### src/rtl/gpio_rf_pkg.sv
package gpio_rf_pkg;
  localparam int PORTS_DEF = 8;
  localparam int WIDTH_DEF = 8;

  typedef enum logic {
    REG_DATA = 1'b0,
    REG_DIR  = 1'b1
  } reg_kind_e;
endpackage

### src/rtl/gpio_sync.sv
module gpio_sync #(
  parameter int W = 8
) (
  input  logic         clk_i,
  input  logic         rst_ni,
  input  logic [W-1:0] d_i,
  output logic [W-1:0] q_o
);
  logic [W-1:0] s1_q, s2_q;
  logic [1:0]   age_q;

  always_ff @(posedge clk_i or negedge rst_ni) begin
    if (!rst_ni) begin
      s1_q  <= '0;
      s2_q  <= '0;
      age_q <= '0;
    end else begin
      s1_q <= d_i;
      s2_q <= s1_q;
      if (age_q != 2'd3) age_q <= age_q + 2'd1;
    end
  end

  assign q_o = s2_q;

  p_sync_delay_r6: assert property (@(posedge clk_i) disable iff (!rst_ni)
    (age_q == 2'd3) |-> (q_o == $past(d_i, 2)));
endmodule

### src/rtl/gpio_port.sv
module gpio_port #(
  parameter int W = 8
) (
  input  logic         clk_i,
  input  logic         rst_ni,
  input  logic         wr_data_i,
  input  logic         wr_dir_i,
  input  logic [W-1:0] wdata_i,
  output logic [W-1:0] latch_o,
  output logic [W-1:0] dir_o
);
  logic [W-1:0] latch_q, dir_q;

  always_ff @(posedge clk_i or negedge rst_ni) begin
    if (!rst_ni) begin
      latch_q <= '0;
      dir_q   <= '0;
    end else begin
      if (wr_data_i) latch_q <= wdata_i;
      if (wr_dir_i)  dir_q   <= wdata_i;
    end
  end

  assign latch_o = latch_q;
  assign dir_o   = dir_q;

  p_dir_load_r3: assert property (@(posedge clk_i) disable iff (!rst_ni)
    wr_dir_i |=> (dir_o == $past(wdata_i)));
  p_latch_load_r4: assert property (@(posedge clk_i) disable iff (!rst_ni)
    wr_data_i |=> (latch_o == $past(wdata_i)));
  p_latch_hold_r9: assert property (@(posedge clk_i) disable iff (!rst_ni)
    !wr_data_i |=> $stable(latch_o));
  p_dir_hold_r9: assert property (@(posedge clk_i) disable iff (!rst_ni)
    !wr_dir_i |=> $stable(dir_o));
endmodule

### src/rtl/gpio_rdmux.sv
module gpio_rdmux #(
  parameter int N     = 8,
  parameter int W     = 8,
  parameter int IDX_W = 4
) (
  input  logic [IDX_W-1:0]  idx_i,
  input  logic [N-1:0][W-1:0] pin_i,
  input  logic [N-1:0][W-1:0] dir_i,
  output logic [W-1:0]      rdata_o
);
  localparam int PSEL_W = IDX_W - 1;
  logic [PSEL_W-1:0] sel;

  assign sel = idx_i[IDX_W-1:1];

  always_comb begin
    rdata_o = '0;
    for (int p = 0; p < N; p++) begin
      if (sel == PSEL_W'(p)) begin
        rdata_o = (idx_i[0] == gpio_rf_pkg::REG_DIR) ? dir_i[p] : pin_i[p];
      end
    end
  end
endmodule

### src/rtl/gpio_regfile.sv
module gpio_regfile #(
  parameter int NUM_PORTS = gpio_rf_pkg::PORTS_DEF,
  parameter int PORT_W    = gpio_rf_pkg::WIDTH_DEF,
  localparam int PSEL_W   = (NUM_PORTS > 1) ? $clog2(NUM_PORTS) : 1,
  localparam int IDX_W    = PSEL_W + 1,
  localparam int PAD_W    = NUM_PORTS * PORT_W
) (
  input  logic              clk_i,
  input  logic              rst_ni,
  input  logic [IDX_W-1:0]  idx_i,
  input  logic              wr_i,
  input  logic              rd_i,
  input  logic [PORT_W-1:0] wdata_i,
  output logic [PORT_W-1:0] rdata_o,
  input  logic [PAD_W-1:0]  pad_i,
  output logic [PAD_W-1:0]  pad_o,
  output logic [PAD_W-1:0]  pad_oe_o
);
  logic [NUM_PORTS-1:0][PORT_W-1:0] latch_w, dir_w, pin_w;
  logic [PORT_W-1:0] rd_mux;
  logic [PORT_W-1:0] rdata_q;
  logic [PSEL_W-1:0] psel;

  assign psel = idx_i[IDX_W-1:1];

  gpio_sync #(.W(PAD_W)) u_sync (
    .clk_i (clk_i),
    .rst_ni(rst_ni),
    .d_i   (pad_i),
    .q_o   (pin_w)
  );

  for (genvar p = 0; p < NUM_PORTS; p++) begin : g_port
    logic hit;
    assign hit = wr_i && (psel == PSEL_W'(p));

    gpio_port #(.W(PORT_W)) u_port (
      .clk_i    (clk_i),
      .rst_ni   (rst_ni),
      .wr_data_i(hit && (idx_i[0] == gpio_rf_pkg::REG_DATA)),
      .wr_dir_i (hit && (idx_i[0] == gpio_rf_pkg::REG_DIR)),
      .wdata_i  (wdata_i),
      .latch_o  (latch_w[p]),
      .dir_o    (dir_w[p])
    );

    // tristate control: value from latch, enable from direction
    assign pad_o[p*PORT_W +: PORT_W]    = latch_w[p];
    assign pad_oe_o[p*PORT_W +: PORT_W] = dir_w[p];
  end

  gpio_rdmux #(.N(NUM_PORTS), .W(PORT_W), .IDX_W(IDX_W)) u_rdmux (
    .idx_i  (idx_i),
    .pin_i  (pin_w),
    .dir_i  (dir_w),
    .rdata_o(rd_mux)
  );

  always_ff @(posedge clk_i or negedge rst_ni) begin
    if (!rst_ni)   rdata_q <= '0;
    else if (rd_i) rdata_q <= rd_mux;
  end

  assign rdata_o = rdata_q;

  p_rd_hold_r8: assert property (@(posedge clk_i) disable iff (!rst_ni)
    !rd_i |=> $stable(rdata_o));
  p_rd_dir_r10: assert property (@(posedge clk_i) disable iff (!rst_ni)
    (rd_i && idx_i[0]) |=> (rdata_o == $past(dir_w[psel])));
  p_rd_pin_r6: assert property (@(posedge clk_i) disable iff (!rst_ni)
    (rd_i && !idx_i[0]) |=> (rdata_o == $past(pin_w[psel])));
endmodule

### config.mk
export PLATFORM = sky130hd
export DESIGN_NAME = gpio_regfile
export DESIGN_NICKNAME = d
export VERILOG_FILES = /design/src/rtl/gpio_rf_pkg.sv /design/src/rtl/gpio_sync.sv /design/src/rtl/gpio_port.sv /design/src/rtl/gpio_rdmux.sv /design/src/rtl/gpio_regfile.sv
export SDC_FILE = /design/constraint.sdc
export NUM_CORES = 1
export LEC_CHECK = 0
export ABC_CLOCK_PERIOD_IN_PS = 1100
export BUFFER_PORTS_ARGS = -buffer_cell sky130_fd_sc_hd__buf_2
export CAP_MARGIN = 20
export CORE_ASPECT_RATIO = 0.9
export CORE_UTILIZATION = 43
export CTS_CLUSTER_DIAMETER = 50
export DETAILED_ROUTE_END_ITERATION = 16
export GPL_ROUTABILITY_DRIVEN = 0
export PLACE_DENSITY = 0.68
export SLEW_MARGIN = 30
export SYNTH_ARGS = -nofsm -noshare
export SYNTH_HDL_FRONTEND = slang
export SYNTH_SLANG_ARGS = --single-unit
### constraint.sdc
create_clock -name clk_i -period 1.1 [get_ports clk_i]
set_input_delay 0.11 -clock clk_i [delete_from_list [all_inputs] [get_ports clk_i]]
set_output_delay 0.11 -clock clk_i [all_outputs]
set_load 0.005 [all_outputs]
# Word-level counts from Yosys, hierarchy flattened
# Cells that the tools add are included.
# word_totals
word_cells	68
regBits	264
in_bits	80
# op_classes
mux	16
reduce_logical	25
eq_ne	7
bitwise_logic	1
# ops
operator	n
8-bit two-way mux	16
1-bit logical AND	24
3-bit equality test, second input constant	4
3-bit by 2-bit equality test with 1-bit output, second input constant	2
3-bit by 1-bit equality test with 1-bit output, second input constant	1
3-bit zero test	1
1-bit inverter	1

# Depth between registers and ports, before layout
# Gate-level depths: netlist of the first run.
# depth
word_depth	9
ltp_mapped	8

# Modules after synthesis
# From an unflattened synthesis of the first run, not the netlist that was laid out.
# unflattened
cells_unflattened	613
area_unflattened_um2	10372.4
# by_module_without_submodules
module	seq_area_each_um2	cells_each	n_inst	area_each_um2
gpio_port	400.4	34	8	663.1
gpio_sync	3203.1	128	1	3203.1
gpio_rdmux	0.0	169	1	1386.3
gpio_regfile	200.2	44	1	478.0

# Least setup slack after synthesis of the first run
# Ideal clock, no wire load.
# synth_timing
path_type	input to register
startpoint	input port idx_i[0]
endpoint	register g_port[2].u_port.latch_q[0]
cell_stages	6
slack_ps	-249
arrival_time_ps	1225
n_path_buf	2
t_required_ps	975
setup_ps	125
path_cell_list	buf_4 -> buf_4 -> nor2_4 -> nand3_1 -> nor2_4 -> mux2_2
# synth_via
elab_chain_len	2
# synth_rtl
element	line_no	source
from (decl)	gpio_regfile.sv:10	input logic [IDX_W-1:0] idx_i,
1-bit inverter	gpio_regfile.sv:40	.wr_data_i(hit && (idx_i[0] == gpio_rf_pkg::REG_DATA)),
1-bit logical AND	gpio_regfile.sv:40	
to (signal assigned)	gpio_port.sv:19	if (wr_data_i) latch_q <= wdata_i;
to (decl)	gpio_port.sv:12	logic [W-1:0] latch_q, dir_q;
# Every way passes these cells.
# A chain may end at the register's enable or synchronous reset.

# Worst setup path after layout of the first run
# layout_timing
startpoint	register u_sync.s2_q[5] (netlist: u_sync.q_o[5])
endpoint	register rdata_q[5] (netlist: rdata_o[5])
# layout_via
elab_chain_len	9
# layout_rtl
element	line_no	source
from (decl)	gpio_sync.sv:9	logic [W-1:0] s1_q, s2_q;
from (signal assigned)	gpio_sync.sv:19	s2_q <= s1_q;
8-bit two-way mux	gpio_rdmux.sv:20	rdata_o = (idx_i[0] == gpio_rf_pkg::REG_DIR) ? dir_i[p] : pin_i[p];
8-bit two-way mux (8 in a row)	gpio_rdmux.sv:19	if (sel == PSEL_W'(p)) begin
to (signal assigned)	gpio_regfile.sv:61	else if (rd_i) rdata_q <= rd_mux;
to (decl)	gpio_regfile.sv:21	logic [PORT_W-1:0] rdata_q;
# Every way passes these cells.

==> results.json, run 1 <==
{
  "ys_warn_count": 0,
  "finalClockSkew_ns": 0.01364,
  "area_delta_synth_final_pct": 53.07,
  "die_area_sq_um": 23240,
  "failed_checks": "negative setup slack",
  "mostFrequentLayoutCell": "sky130_fd_sc_hd__dfrtp_1",
  "clkSlewWorstSetupHoldPaths_ns": 0.06,
  "antenna_found_initial": 0,
  "critPathCaptureType": "flip-flop",
  "grt_util_all_layers": 0.2474,
  "clockRootBuffer": "sky130_fd_sc_hd__clkbuf_16",
  "maxCapViolCount": 0,
  "worst_skew_pair.late_latency_ns": 0.55,
  "synthesis.instances": 624,
  "htree_num_levels": 1,
  "final_core_utilization": 0.6808,
  "fin_crit_sh": 1.339,
  "synth-main-ff-cell": "sky130_fd_sc_hd__dfrtp_1",
  "avgRoutedWirePerCell_microns": 20.96,
  "timing.slew.headroom": 0.6374,
  "port_buffers": 215,
  "crit_path_max_fanout": 1,
  "detail_route.first_pass.iterations": 4,
  "synthDistinctLibCells": 41,
  "antenna_cells": 0,
  "grt_max_degree": 38,
  "synth_nets": 704,
  "worst_slack_ns": -0.3734,
  "final.fill_count": 1490,
  "antenna_violating_nets_post_route": 0,
  "cts_tree": "built",
  "effective_utilization_at_floorplan": 0.4447,
  "fin_crit_ns": 1.473,
  "grt_setup_unrepaired": "yes",
  "first_global_vias": 7424,
  "hold_path.class": "in -> reg",
  "worst-endpoint-required_ns": 1.51,
  "vias": 6988,
  "drv_slew": 0,
  "post_synth.cell_area_avg_sq_um": 15.60,
  "cellPowerDensity_nw_per_um2": 1946,
  "synth.ff_latch_count": 264,
  "core_region_area_sq_um": 21890,
  "drt_wl_total_microns": 29010,
  "async_reset_ff_frac": 1.000,
  "tightestPinTransition_ns": 0.5439,
  "hold_violations": 0,
  "peakVddDrop_v": 0.001591,
  "layout_common_cells": "264 x sky130_fd_sc_hd__dfrtp_1, 161 x sky130_fd_sc_hd__buf_2, 103 x sky130_fd_sc_hd__buf_6",
  "timing.critical_path.arrival_ns": 1.88,
  "grt_pass1_wl_microns": 42660,
  "clock_tree.buffer_depth": 3,
  "drt_drc_violations_left": 0,
  "ys_seq_area_frac": 0.6787,
  "power_w": 0.02900,
  "setup_violations": 146,
  "die_span_in_y_microns": 144.7,
  "synth.cell_area_sq_um": 9734,
  "power.leakage_nw": 7.102,
  "detail_route.vias_per_cell": 5.049,
  "globalRouteOverflowTotal": 0,
  "clock_sinks": 264,
  "detailedPlace.worstSlack_ns": -0.6112,
  "dp.final_hpwl_microns": 18360,
  "die_w_microns": 160.6,
  "detailedRoute.firstIterationViolations": 458,
  "status": "complete, but fails checks",
  "path_class": "reg -> reg",
  "post_route_cells_drive_above_1_share": 0.5462,
  "finalNetCount": 1150,
  "number_of_enable_type_register_cells_in_the_synthesized_netlist": 0,
  "cts_buffers": 29,
  "design.portCount": 216,
  "achievable-frequency_mhz": 678.7,
  "startpoint_type": "flip-flop",
  "floorplan.rows": 51
}
-- per-stage QoR --
step,instances,hold WS (ns),TNS [ns],instance area [sq um]
final,1384,0.02646,-16.72,14900
after detailed placement,1215,0.04449,-51.82,12240
after floorplan,624,-0.1856,-13.85,9906
after CTS,1366,0.01039,-18.39,14720
after global routing,1384,0.02796,-21.07,14900
after global placement,1215,0.04719,-49.51,12240
-- registers in the layout, indices dropped and copies added, names as in the netlist --
| register | flops |
|---|---|
| g_port.u_port.latch_o | 64 |
| u_sync.q_o | 64 |
| rdata_o | 8 |
| g_port.u_port.dir_o | 64 |
| u_sync.s1_q | 64 |
-- cells by family after synthesis --
logic type	count (synthesis)	synth area share
AO/OA/AOI/OAI	80	0.05540
buffers and inverters	35	0.02121
flip-flops	264	0.6787
multiplexers	176	0.1974
AND/OR/NAND/NOR	69	0.04730
-- timing repair --
item | in CTS | in global routing
setup buffers | 34 | 19
setup endpoints to repair | 144 | 144
hold endpoints to repair | 328 | 0
gates resized for setup | 110 | 10
hold buffers | 65 | 0
pin swaps | 3 | 12
-- power by group --
part	switching [W]	total [W]	internal (W)	leakage (nW)
registers	0.000852	0.0119	0.0111	3.16
logic	0.00249	0.00668	0.00419	3.42
clock network	0.00397	0.0104	0.00639	0.519
total	0.00732	0.0290	0.0217	7.10
-- critical path, stage by stage (launching register included) --
cell and delay (ns):
sky130_fd_sc_hd__dfrtp_1 0.38, sky130_fd_sc_hd__nor2b_1 0.14, sky130_fd_sc_hd__a211oi_2 0.20, sky130_fd_sc_hd__o22ai_1 0.13, sky130_fd_sc_hd__a221oi_2 0.38, sky130_fd_sc_hd__o31ai_1 0.11
-- path summary, 6_finish.rpt --
kind	from	endpoint	slack, ns	depth (start not counted)
worst max-delay path	u_sync.q_o[5]$_DFF_PN0_	rdata_o[5]$_DFFE_PN0P_	-0.37	5
worst min-delay path	wdata_i[2]	g_port[4].u_port.dir_o[2]$_DFFE_PN0P_	0.03	3
worst max register to register	u_sync.q_o[5]$_DFF_PN0_	rdata_o[5]$_DFFE_PN0P_	-0.37	5
worst min register to register	u_sync.s1_q[47]$_DFF_PN0_	u_sync.q_o[47]$_DFF_PN0_	0.34	0
max in group asynchronous	rst_ni	u_sync.q_o[56]$_DFF_PN0_	0.50	3
min in group asynchronous	rst_ni	g_port[7].u_port.latch_o[4]$_DFFE_PN0P_	0.07	2
-- synth_stat cells, drive strengths merged, types with 11 or more instances --
master,number,area share
mux2i,48,0.049
buf,23,0.016
dfrtp,264,0.68
mux2,128,0.15
nor2b,19,0.012
o21ai,24,0.012
clkbuf,11,0.0044
nor2,16,0.011
a211oi,16,0.012
-- final cells by class --
| cell class | count | area (sq um) | share of cell area |
|---|---|---|---|
| Timing Repair Buffer | 449 | 3762 | 0.2525 |
| Inverter | 1 | 3.754 | 0.0002519 |
| Multi-Input combinational cell | 325 | 3119 | 0.2093 |
| Sequential cell | 264 | 6606 | 0.4434 |
| Tap cell | 291 | 364.1 | 0.02444 |
| Clock inverter | 17 | 239.0 | 0.01604 |
| Clock buffer | 37 | 805.8 | 0.05408 |
-- metal layers --
metal / up-vias / GRT usage / wire [microns]
li1: 3116 / - / -
met1: 3542 / 0.3162 / 11990
met2: 261 / 0.4290 / 14560
met3: 69 / 0.04246 / 1610
met4: 0 / 0.08521 / 858
met5: - / 0 / 0
Note: power is estimated with default switching activity, not from simulation.
==> run 2: changes to the inputs <==
CORE_MARGIN = 8   (was default)
==> results.json, run 2 (same netlist as run 1, synthesis figures left out) <==
{
  "layout_common_cells": "264 x sky130_fd_sc_hd__dfrtp_1, 164 x sky130_fd_sc_hd__buf_2, 102 x sky130_fd_sc_hd__mux2_2",
  "drv_slew": 0,
  "clock_sinks": 264,
  "detailedPlace.worstSlack_ns": -0.6503,
  "hold_violations": 0,
  "final.fill_count": 1582,
  "timing.critical_path.cells": "nor2b_4 > a211oi_2 > o22ai_2 > a221oi_4 > o31ai_1",
  "die_area_sq_um": 27710,
  "setup_violations": 144,
  "multi_input_combinational_cell_area_sq_um": 3129,
  "finalNetCount": 1141,
  "cts_buffers": 30,
  "die_w_microns": 174.6,
  "path_class": "reg -> reg",
  "achievable-frequency_mhz": 694.1,
  "vias": 6821,
  "first_global_vias": 7612,
  "dp.final_hpwl_microns": 19520,
  "fin_crit_sh": 1.310,
  "post_route_cells_drive_above_1_share": 0.5392,
  "port_buffers": 215,
  "critPathCaptureType": "flip-flop",
  "mostFrequentLayoutCell": "sky130_fd_sc_hd__dfrtp_1",
  "worst_skew_pair.late_latency_ns": 0.55,
  "area_delta_synth_final_pct": 52.29,
  "worst_slack_ns": -0.3407,
  "detail_route.first_pass.iterations": 4,
  "hold_path.class": "in -> reg",
  "failed_checks": "negative setup slack",
  "timing.critical_path.arrival_ns": 1.85,
  "globalRouteOverflowTotal": 0,
  "seqCellArea_sq_um": 6606,
  "core_region_area_sq_um": 22380,
  "drt_drc_violations_left": 0,
  "cellPowerDensity_nw_per_um2": 1961,
  "fin_crit_ns": 1.441,
  "power_w": 0.02907,
  "maxCapViolCount": 0,
  "timing.slew.headroom": 0.6420,
  "crit_slowest_cell": "sky130_fd_sc_hd__a221oi_4",
  "detail_route.vias_per_cell": 4.939,
  "status": "complete, but fails checks",
  "floorplan.rows": 52,
  "htree_num_levels": 1,
  "power.leakage_nw": 7.040,
  "clkSlewWorstSetupHoldPaths_ns": 0.06,
  "grt_setup_unrepaired": "yes",
  "design.portCount": 216,
  "final_core_utilization": 0.6623,
  "worst-endpoint-required_ns": 1.51,
  "finalClockSkew_ns": 0.01701,
  "r2r_slack_ns": -0.34,
  "biggest_cell_delay_along_the_critical_path_ns": 0.38,
  "effective_utilization_at_floorplan": 0.4349,
  "cts_tree": "built",
  "detailedRoute.firstIterationViolations": 422,
  "tightestPinTransition_ns": 0.5370,
  "peakVddDrop_v": 0.001523,
  "crit_path_max_fanout": 1,
  "startpoint_type": "flip-flop",
  "clockRootBuffer": "sky130_fd_sc_hd__clkbuf_16",
  "antenna_found_initial": 1,
  "clock_tree.buffer_depth": 3,
  "grt_util_all_layers": 0.2065,
  "grt_pass1_wl_microns": 44750,
  "drt_wl_total_microns": 28780,
  "die_span_in_y_microns": 158.7,
  "antenna_violating_nets_post_route": 0,
  "avgRoutedWirePerCell_microns": 20.84,
  "grt_max_degree": 40
}
[run 2: cell types whose count changed in the layout (fill, tap and decap cells not counted), moves of 2 or more]
cell,before,now
sky130_fd_sc_hd__buf_12,19,17
sky130_fd_sc_hd__buf_2,161,164
sky130_fd_sc_hd__buf_4,100,96
sky130_fd_sc_hd__buf_6,103,96
sky130_fd_sc_hd__clkbuf_1,3,6
sky130_fd_sc_hd__clkbuf_16,29,31
sky130_fd_sc_hd__clkinv_2,5,2
sky130_fd_sc_hd__clkinv_4,4,0
sky130_fd_sc_hd__o21ai_0,22,20
sky130_fd_sc_hd__o21ai_1,2,4
[run 2: through the flow]
stage               std cells  setup TNS [ns]  cell area [sq um]  hold slack, ns
finish                   1381          -16.32              14820         0.02729
global route             1381          -21.74              14820         0.02406
CTS                      1364          -18.59              14640         0.01233
detailed placement       1216          -44.74              12180         0.03493
global placement         1216          -42.65              12180         0.03737
floorplan                 624          -13.85               9906         -0.1856
[run 2: per-layer routing]
metal	share of wire	track usage	routed length, microns
met2	0.49	0.3462	14160
met3	0.066	0.05808	1900
met4	0.033	0.06662	954
met1	0.41	0.2546	11770
met5	0	0	0
[run 2: path summary, 6_finish.rpt]
path | from | end | depth (start not counted)
max in group asynchronous | rst_ni | g_port[3].u_port.latch_o[4]$_DFFE_PN0P_ | 3
max reg2reg | u_sync.q_o[6]$_DFF_PN0_ | rdata_o[6]$_DFFE_PN0P_ | 5
min reg2reg | u_sync.s1_q[40]$_DFF_PN0_ | u_sync.q_o[40]$_DFF_PN0_ | 0
min | wdata_i[1] | g_port[4].u_port.dir_o[1]$_DFFE_PN0P_ | 3
max | u_sync.q_o[6]$_DFF_PN0_ | rdata_o[6]$_DFFE_PN0P_ | 5
min in group asynchronous | rst_ni | g_port[4].u_port.latch_o[2]$_DFFE_PN0P_ | 2
[run 2: cell type report]
type,instances,area share
sequential,264,0.4456
inverter,1,0.0002532
antenna,1,0.0001688
clock inverter,11,0.01359
multi-input combinational,325,0.2111
clock buffer,43,0.05942
tap,297,0.02507
timing repair buffer,439,0.2448
[run 2: where the power goes]
part	internal (W)	leakage, nW	switching (W)
clock network	0.00673	0.527	0.00387
logic	0.00409	3.35	0.00244
registers	0.0111	3.16	0.000845
[run 2: timing repair]
action,in CTS,in global routing
hold buffers,65,0
hold endpoints to repair,328,0
gates resized for setup,104,13
buffers inserted,34,16
setup endpoints to repair,144,144
pin swaps,9,14
[run 2: critical path, delay by kind of cell (launching register included)]
family           cells  cell delay (ns)
flip-flops           1             0.37
AO/OA/AOI/OAI        4             0.81
AND/OR/NAND/NOR      1             0.12
